File: config.mk
export PLATFORM = sky130hd
export DESIGN_NAME = irq_entry_ctrl
export DESIGN_NICKNAME = d
export VERILOG_FILES = /design/src/rtl/irq_entry_ctrl.sv
export SDC_FILE = /design/constraint.sdc
export NUM_CORES = 1
export LEC_CHECK = 0
export ABC_CLOCK_PERIOD_IN_PS = 5300
export BUFFER_PORTS_ARGS = -buffer_cell sky130_fd_sc_hd__buf_2
export CORE_ASPECT_RATIO = 1.25
export CORE_MARGIN = 4
export CORE_UTILIZATION = 53
export DETAILED_ROUTE_END_ITERATION = 8
export GPL_TIMING_DRIVEN = 0
export PLACE_DENSITY = 0.85
export SLEW_MARGIN = 5
export SYNTH_ARGS = -nofsm -noshare
export SYNTH_HDL_FRONTEND = slang
export SYNTH_SLANG_ARGS = --single-unit
File: constraint.sdc
create_clock -name clk -period 5.3 [get_ports clk]
set_input_delay 0 -clock clk [delete_from_list [all_inputs] [get_ports clk]]
set_output_delay 0 -clock clk [all_outputs]
set_load 0.02 [all_outputs]
File: src/rtl/irq_entry_ctrl.sv
module irq_entry_ctrl #(
  parameter int          DEPTH   = 4,
  parameter int          CW      = 3,
  parameter logic [31:0] MSR_RST = 32'h0,
  parameter logic [31:0] VEC_HI  = 32'hFFF0_0000,
  parameter logic [11:0] EXT_OFS = 12'h500,
  parameter int          QUAL_MAX = 4
) (
  input  logic                 clk,
  input  logic                 rst_n,
  input  logic                 irq_req,
  input  logic [31:0]          fetch_pc,
  input  logic [DEPTH-1:0]     q_valid,
  input  logic [DEPTH-1:0]     q_done,
  input  logic [DEPTH-1:0]     q_fault,
  input  logic [CW*DEPTH-1:0]  q_class,
  input  logic [32*DEPTH-1:0]  q_pc,
  input  logic                 msr_wr,
  input  logic [31:0]          msr_wdata,
  input  logic                 rfi,
  output logic                 busy,
  output logic                 retire_vld,
  output logic [31:0]          retire_pc,
  output logic                 discard_vld,
  output logic [31:0]          discard_pc,
  output logic                 redirect_vld,
  output logic [31:0]          redirect_pc,
  output logic [31:0]          msr,
  output logic [31:0]          srr0,
  output logic [31:0]          srr1
);
  localparam int IW    = (DEPTH > 1) ? $clog2(DEPTH) : 1;
  localparam int B_LE  = 0;
  localparam int B_IP  = 6;
  localparam int B_EE  = 15;
  localparam int B_ILE = 16;

  typedef enum logic [1:0] {S_IDLE, S_DRAIN, S_ENTER} st_t;
  st_t st;

  logic [31:0]   s_pc  [DEPTH];
  logic [CW-1:0] s_cls [DEPTH];
  logic [DEPTH-1:0] s_done, s_fault;
  logic [IW-1:0] idx, last;
  logic          dropping;
  logic [31:0]   restart;

  logic [IW-1:0] last_c;
  logic          any_c;
  always_comb begin
    last_c = '0;
    any_c  = 1'b0;
    for (int i = 0; i < DEPTH; i++)
      if (q_valid[i]) begin
        last_c = IW'(i);
        any_c  = 1'b1;
      end
  end

  logic        cur_ok;
  logic [31:0] cur_pc;
  assign cur_pc = s_pc[idx];
  assign cur_ok = !dropping && s_done[idx] && !s_fault[idx] &&
                  ((idx != last) || (int'(s_cls[idx]) <= QUAL_MAX));

  logic [31:0] entry_msr;
  always_comb begin
    entry_msr       = msr;
    entry_msr[B_EE] = 1'b0;
    entry_msr[B_LE] = msr[B_ILE];
  end

  assign busy = (st != S_IDLE);

  always_ff @(posedge clk) begin
    if (!rst_n) begin
      st           <= S_IDLE;
      msr          <= MSR_RST;
      srr0         <= '0;
      srr1         <= '0;
      idx          <= '0;
      last         <= '0;
      dropping     <= 1'b0;
      restart      <= '0;
      retire_vld   <= 1'b0;
      retire_pc    <= '0;
      discard_vld  <= 1'b0;
      discard_pc   <= '0;
      redirect_vld <= 1'b0;
      redirect_pc  <= '0;
      s_done       <= '0;
      s_fault      <= '0;
      for (int i = 0; i < DEPTH; i++) begin
        s_pc[i]  <= '0;
        s_cls[i] <= '0;
      end
    end else begin
      retire_vld   <= 1'b0;
      discard_vld  <= 1'b0;
      redirect_vld <= 1'b0;
      case (st)
        S_IDLE: begin
          if (msr_wr) begin
            msr <= msr_wdata;
          end else if (rfi) begin
            msr          <= srr1;
            redirect_vld <= 1'b1;
            redirect_pc  <= srr0;
          end else if (irq_req && msr[B_EE]) begin
            for (int i = 0; i < DEPTH; i++) begin
              s_pc[i]  <= q_pc[32*i +: 32];
              s_cls[i] <= q_class[CW*i +: CW];
            end
            s_done   <= q_done;
            s_fault  <= q_fault;
            idx      <= '0;
            last     <= last_c;
            dropping <= 1'b0;
            restart  <= fetch_pc;
            st       <= any_c ? S_DRAIN : S_ENTER;
          end
        end
        S_DRAIN: begin
          if (cur_ok) begin
            retire_vld <= 1'b1;
            retire_pc  <= cur_pc;
            restart    <= cur_pc + 32'd4;
          end else begin
            discard_vld <= 1'b1;
            discard_pc  <= cur_pc;
            dropping    <= 1'b1;
            if (!dropping) restart <= cur_pc;
          end
          if (idx == last) st <= S_ENTER;
          else idx <= idx + 1'b1;
        end
        S_ENTER: begin
          srr0         <= restart;
          srr1         <= msr;
          msr          <= entry_msr;
          redirect_vld <= 1'b1;
          redirect_pc  <= msr[B_IP] ? (VEC_HI | {20'h0, EXT_OFS}) : {20'h0, EXT_OFS};
          st           <= S_IDLE;
        end
        default: st <= S_IDLE;
      endcase
    end
  end


  idle_no_ee_chk: assert property (@(posedge clk) disable iff (!rst_n)
    (st == S_IDLE && !msr[B_EE]) |=> !busy);

  retire_busy_chk: assert property (@(posedge clk) disable iff (!rst_n)
    retire_vld |-> busy);

  no_retire_after_drop_chk: assert property (@(posedge clk) disable iff (!rst_n)
    discard_vld |=> !retire_vld);

  entry_save_chk: assert property (@(posedge clk) disable iff (!rst_n)
    (st == S_ENTER) |=> (redirect_vld && srr1 == $past(msr) && srr0 == $past(restart)));

  entry_msr_chk: assert property (@(posedge clk) disable iff (!rst_n)
    (st == S_ENTER) |=> (!msr[B_EE] && msr[B_LE] == $past(msr[B_ILE]) && msr[B_IP] == $past(msr[B_IP])));

  rfi_restore_chk: assert property (@(posedge clk) disable iff (!rst_n)
    (st == S_IDLE && rfi && !msr_wr) |=> (msr == $past(srr1) && redirect_pc == $past(srr0)));

  one_event_chk: assert property (@(posedge clk) disable iff (!rst_n)
    $onehot0({retire_vld, discard_vld, redirect_vld}));

  busy_hold_msr_chk: assert property (@(posedge clk) disable iff (!rst_n)
    (st == S_DRAIN) |=> $stable(msr));
endmodule

==> out/metrics.csv, run 1 <==
stage,metric,value,unit
outcome,status,"finished, violations left",
outcome,violations,DRC,
place,gp_congestion,0.916,
layout,syn_to_final_growth,37.9,%
worst_setup_path,cp_num_buf_inv,4,
yosys,syn_inst,1601,
timing,rsz0062_at_grt,no,
pwr,power_leakage,9.54,nW
clock_network,cts_buffers,38,
yosys,synth.area.top_cells,"dfxtp_1, edfxtp_1, nand2_1",
yosys,syn-num-nets,1823,
worst_setup_path,cp-startpoint,st[0],
timing,fin_crit,3400,ps
timing,fmaxAchievable,0.294,GHz
yosys,avgSynthCellArea,10.0,um2
clock_network,clockRootBuffer,clkbuf_16,
clock_network,cts_tree,done,
worst_setup_path,timing.rr.start,st[0],
timing,finalHoldViolations,0,
worst_setup_path,start_kind,flip-flop,
timing,max_slew.worst_pin.slew,1160,ps
job,maxCapViolCount,0,
pwr,power_density,296,mW/mm2
grt,grt_overflow,0,
min_path,min_from,msr_wr,
yosys,yosys_warnings,0,
grt,grtUsageMet2,63.8,%
layout,nets,2497,
clock_network,cts.sink_count,384,
worst_setup_path,crit_chain,clkbuf_1 > nor2_1 > inv_1 > nor2_1 > clkbuf_1 > clkbuf_1 > and3_1,
route,drt_iter0_markers,1666,
yosys,synth_cell_types,57,
timing,slew_violations,0,
floorplan,dieArea,0.0331,mm2
timing,finalCritPeriodShare,64.2,%
yosys,synth_top_area_share,30.5,%
yosys,synth_most_common_cell,nand2_1,
worst_setup_path,crit_path_max_incr_delay,900,ps
grt,grt_usage,36.6,%
grt,grt_pass1_wl,93.2,mm
clock_network,cts_buffer_depth,3,
yosys,synthFlopType,dfxtp_1,
yosys,synth-edff-count,140,
yosys,synth_top_cell_by_area,dfxtp_1,
grt,gr-usage-met1,40.0,%
worst_setup_path,cpMostUsedCell,clkbuf_1,
timing,setup_viol,0,
floorplan,die_w,164,um
yosys,synth_commonest_cells,"nand2_1, dfxtp_1, a21oi_1, and3_1, edfxtp_1",
clock_network,post_cts_buffers,0,
place,post-place-ws,2080,ps
timing,tns,0,ps
worst_setup_path,criticalPathCategory,reg2reg,
min_path,hold_path_class,in2reg,
clock_network,clk_pin_slew_worst_paths,60,ps
route,via_per_inst,5.92,
floorplan,ioPinCount,417,
worst_setup_path,crit_family,buffers and inverters,
timing,whs,68.8,ps
worst_setup_path,worstSetupEndpointType,flip-flop,
worst_setup_path,cp_max_fo,10,
grt,busiest_layer,met2,
place,placed_cells,2413,
yosys,syn-cell-area,0.0160,mm2
clock_network,clock_latency,540,ps
place,dpl.hpwl,41.7,mm
layout,drive_gt1_share,23.0,%
route,post_drt_wl_per_cell,23.3,um
grt,grt_max_degree,74,
route,vias,16000,
timing,skew,22.4,ps
layout,final_cell_area,0.0221,mm2
worst_setup_path,cp_data_required_time,5680,ps
yosys,synthArstFlopShare,0,%
route,first_pass_iters,7,
floorplan,die-height,203,um
pwr,ir_worst_vdd,0.287,mV
worst_setup_path,arrival,3780,ps
timing,slew_headroom,22.7,%
route,antenna_left,0,
route,totalWireLength,63.0,mm
floorplan,rows,70,
grt,antenna_found_initial,3,
worst_setup_path,cp_slowest_cell,nor2_1,
floorplan,initial_core_util,54.3,%
clock_network,htree_levels,2,
yosys,yosysSeqAreaShare,56.7,%
place,io_buffers,414,
floorplan,core_area,0.0295,mm2
grt,met3_usage,9.10,%
route,drc,1,
timing,setup_slack,1900,ps
yosys,ys_seq_elements,384,
layout,layoutNonFillerInstCount,2702,
grt,first_global_vias,16100,
place,placedInstanceArea,0.0187,mm2
[registers in the layout, summed over array words and instances (netlist names), 2 cells and up, named ones only]
name         flops
last             2
s_fault          4
redirect_pc     32
s_done           4
s_pc           128
msr             32
retire_pc       32
srr1            32
restart         32
s_cls           12
discard_pc      32
srr0            32
idx              2
st               2
[logic make-up (layout without fill, tap and decap cells)]
kind of cell	count (synthesis)	after routing	share of synthesized area, %
AO/OA/AOI/OAI	286	286	10.3
adder cells (fa/ha/maj)	1	1	0.0780
multiplexers	70	70	7.26
buffers and inverters	145	847	3.99
XOR/XNOR	16	16	0.874
AND/OR/NAND/NOR	699	699	20.8
other	0	3	0
flip-flops	384	384	56.7
[metrics by stage]
stage          power (mW)  utilization (%)
6_report             6.54             75.0
3_3_place_gp         3.66             63.0
3_5_place_dp         3.67             63.3
2_1_floorplan        3.45                -
5_1_grt              6.70             75.0
4_1_cts              6.47             74.9
[where the power goes]
group / switching (mW) / internal, mW
logic: 0.330 / 0.260
registers: 0.0439 / 3.13
clock network: 1.18 / 1.60
[final timing paths]
| kind | endpoint | slack (ps) | cells after the start |
|---|---|---|---|
| max | s_pc[1][23] | 1900 | 7 |
| min | msr[15] | 70 | 5 |
| min reg2reg | retire_pc[24] | 450 | 2 |
| max reg2reg | s_pc[1][23] | 1900 | 7 |
[layout make-up]
type / count / area [um2]
inverters: 9 / 33.8
plain buffers: 136 / 607
flip-flops and latches: 384 / 9090
well taps: 396 / 495
repair buffers: 634 / 4310
fillers: 1911 / 7390
clock inverters: 19 / 179
clock buffers: 49 / 1090
multi-input cells: 1072 / 6320
diodes: 3 / 7.51
[layer usage]
layer	wire length [um]	vias up
met1	21000	7463
met3	6550	277
met5	0	-
met4	4450	0
met2	31000	1185
li1	-	7071
[cell usage in the layout, fill, tap and decap left out, drive strengths merged, types with 33 or more instances in the layout]
master       count
and3           153
a211oi          33
clkbuf         158
dfxtp          244
dlygate4sd3    218
nor2            68
buf            443
nand3           80
mux2i           35
a21oi          180
mux4            33
nand2          335
edfxtp         140
[timing repair]
action,4_1_cts,5_1_grt
gates resized for setup,0,0
endpoints found under the hold margin,216,0
endpoints found under the setup margin,0,0
hold buffers,218,0
[worst min-delay path, cell delays in order]
cell and delay, ps:
buf_2 170, nor2_1 190, nor2_1 60, nor2_1 80
nor3_1 50
No activity file was read; power rests on OpenSTA's default activity.
==> inputs of run 2 (changes only) <==
--- a/config.mk
+++ b/config.mk
@@ -5,7 +5,7 @@
 export SDC_FILE = /design/constraint.sdc
 export NUM_CORES = 1
 export LEC_CHECK = 0
-export ABC_CLOCK_PERIOD_IN_PS = 5300
+export ABC_CLOCK_PERIOD_IN_PS = 3150
 export BUFFER_PORTS_ARGS = -buffer_cell sky130_fd_sc_hd__buf_2
 export CORE_ASPECT_RATIO = 1.25
 export CORE_MARGIN = 4
==> constraint.sdc (replaced) <==
create_clock -name clk -period 3.15 [get_ports clk]
set_input_delay 0 -clock clk [delete_from_list [all_inputs] [get_ports clk]]
set_output_delay 0 -clock clk [all_outputs]
set_load 0.02 [all_outputs]
==> out/metrics.csv, run 2 (synthesis results as in run 1) <==
stage,metric,value,unit,change
floorplan,dieArea,0.0331,mm2,unchanged
timing,skew,36.0,ps,+13.6 ps
clock_network,cts_tree,done,,
grt,grt_usage,37.1,%,+0.47 points
place,io_buffers,414,,unchanged
route,totalWireLength,63.9,mm,+1.4%
layout,final_cell_mix,"buf_2, nand2_1, dfxtp_1",,
worst_setup_path,timing.rr.start,st[0],,
grt,gr-usage-met1,40.4,%,+0.37 points
worst_setup_path,crit_family,buffers and inverters,,
clock_network,htree_levels,2,,unchanged
timing,setup_viol,0,,unchanged
grt,antenna_found_initial,1,,-2
worst_setup_path,crit_path_max_incr_delay,730,ps,-170 ps
layout,largest_register,s_pc,,
grt,grt_overflow,0,,unchanged
worst_setup_path,cp_max_fo,10,,unchanged
min_path,min_from,fetch_pc[24],,
min_path,hold_path_class,in2reg,,
clock_network,cts.sink_count,384,,unchanged
clock_network,cts_buffers,38,,unchanged
layout,largest_reg_flops,128,,unchanged
place,dpl.hpwl,41.5,mm,-0.52%
route,via_per_inst,5.96,,+0.73%
timing,fin_crit,3140,ps,-263 ps
timing,fmaxAchievable,0.318,GHz,+8.4%
outcome,status,finished clean,,
layout,drive_gt1_share,23.1,%,+0.13 points
worst_setup_path,crit_chain,clkbuf_1 > nor2_1 > inv_1 > nor2_2 > clkbuf_1 > clkbuf_1 > and3_1,,
timing,max_slew.worst_pin.slew,881,ps,-274 ps
worst_setup_path,cp-startpoint,st[0],,
timing,whs,67.2,ps,-1.61 ps
worst_setup_path,cpMostUsedCell,clkbuf_1,,
timing,slew_headroom,41.2,%,+19 points
route,antenna_left,0,,unchanged
timing,finalHoldViolations,0,,unchanged
timing,tns,0,ps,unchanged
pwr,power_density,496,mW/mm2,+68%
floorplan,ioPinCount,417,,unchanged
pwr,fin_total_pwr,11.0,mW,+68%
worst_setup_path,start_kind,flip-flop,,
grt,met3_usage,9.91,%,+0.81 points
worst_setup_path,worstSetupEndpointType,flip-flop,,
job,maxCapViolCount,0,,unchanged
clock_network,clk_pin_slew_worst_paths,60,ps,about the same
floorplan,core_area,0.0295,mm2,unchanged
pwr,ir_worst_vdd,0.338,mV,+18%
route,drt_iter0_markers,1636,,-1.8%
pwr,power_leakage,9.54,nW,about the same
grt,busiest_layer,met2,,
floorplan,die-height,203,um,unchanged
layout,nets,2495,,-0.080%
timing,setup_slack,8.65,ps,-1890 ps
timing,rsz0062_at_grt,no,,
route,drc,0,,-1
worst_setup_path,arrival,3520,ps,-260 ps
layout,layout_commonest_cell,buf_2,,
timing,finalCritPeriodShare,99.7,%,+35 points
grt,grt_max_degree,132,,+78%
floorplan,rows,70,,unchanged
clock_network,cts_buffer_depth,3,,unchanged
route,post_drt_wl_per_cell,23.6,um,+1.4%
worst_setup_path,cp_num_buf_inv,4,,unchanged
grt,first_global_vias,16100,,+0.42%
floorplan,initial_core_util,54.3,%,unchanged
layout,fillers,1959,,+2.5%
clock_network,clockRootBuffer,clkbuf_16,,
grt,grt_pass1_wl,94.5,mm,+1.4%
worst_setup_path,criticalPathCategory,reg2reg,,
place,placed_cells,2412,,-0.041%
route,vias,16100,,+0.73%
clock_network,clock_latency,560,ps,+20 ps
worst_setup_path,cp_data_required_time,3530,ps,-2150 ps
layout,layoutNonFillerInstCount,2702,,unchanged
floorplan,die_w,164,um,unchanged
place,post-place-ws,-43.3,ps,-2120 ps
worst_setup_path,cp_slowest_cell,clkbuf_1,,
layout,syn_to_final_growth,37.8,%,
place,gp_congestion,0.911,,-0.57%
route,first_pass_iters,5,,-2
timing,slew_violations,0,,unchanged
grt,grtUsageMet2,64.3,%,+0.49 points
[run 2: changes by cell type in the layout (fill, tap and decap cells not counted), moves of 2 or more]
cell        before  now
clkbuf_16       41   38
clkbuf_1       114  116
clkbuf_8         3    9
clkinvlp_4       4    1
[run 2: worst min-delay path: stages]
cell and delay [ps]:
buf_2 110, o21ai_0 140, o21a_1 220, nor2_1 90
[run 2: metal layers]
metal | vias up | share of wire [%] | wire length [um]
met4 | 0 | 7.2 | 4570
met2 | 1191 | 49 | 31300
met3 | 293 | 11 | 6930
met1 | 7560 | 33 | 21000
met5 | - | 0 | 0
li1 | 7069 | - | -
[run 2: layout make-up]
cell class              instances  area (um2)  share of cell area [%]
clock inverters                16         148                   0.668
inverters                       9        33.8                   0.153
flip-flops and latches        384        9090                    41.1
diodes                          3        7.51                  0.0340
plain buffers                 136         608                    2.75
well taps                     396         495                    2.24
clock buffers                  54        1100                    4.98
multi-input cells            1072        6350                    28.7
repair buffers                632        4270                    19.3
[run 2: stage by stage]
step / instance area (um2) / util (%)
2_1_floorplan: 16000 / -
3_3_place_gp: 18600 / 63.1
3_5_place_dp: 18700 / 63.2
4_1_cts: 22100 / 74.8
5_1_grt: 22100 / 74.9
6_report: 22100 / 74.9
[run 2: repair_timing]
item,in CTS,in global routing
buffers inserted,0,0
setup endpoints to repair,20,24
pin swaps,0,0
hold endpoints to repair,215,0
resized for setup,1,3
hold buffers,217,0
[run 2: power by group]
part | internal (mW) | switching [mW] | leakage, nW
clock network | 2.62 | 2.00 | 0.611
logic | 0.434 | 0.562 | 5.50
registers | 5.27 | 0.0755 | 3.43
total | 8.32 | 2.64 | 9.54
[run 2: worst paths after layout]
check                  endpoint  slack (ps)  depth (start not counted)
setup reg to reg     s_pc[0][2]           9                          7
hold reg to reg   retire_pc[27]         450                          2
setup / recovery     s_pc[0][2]           9                          7
hold / removal      restart[24]          70                          4
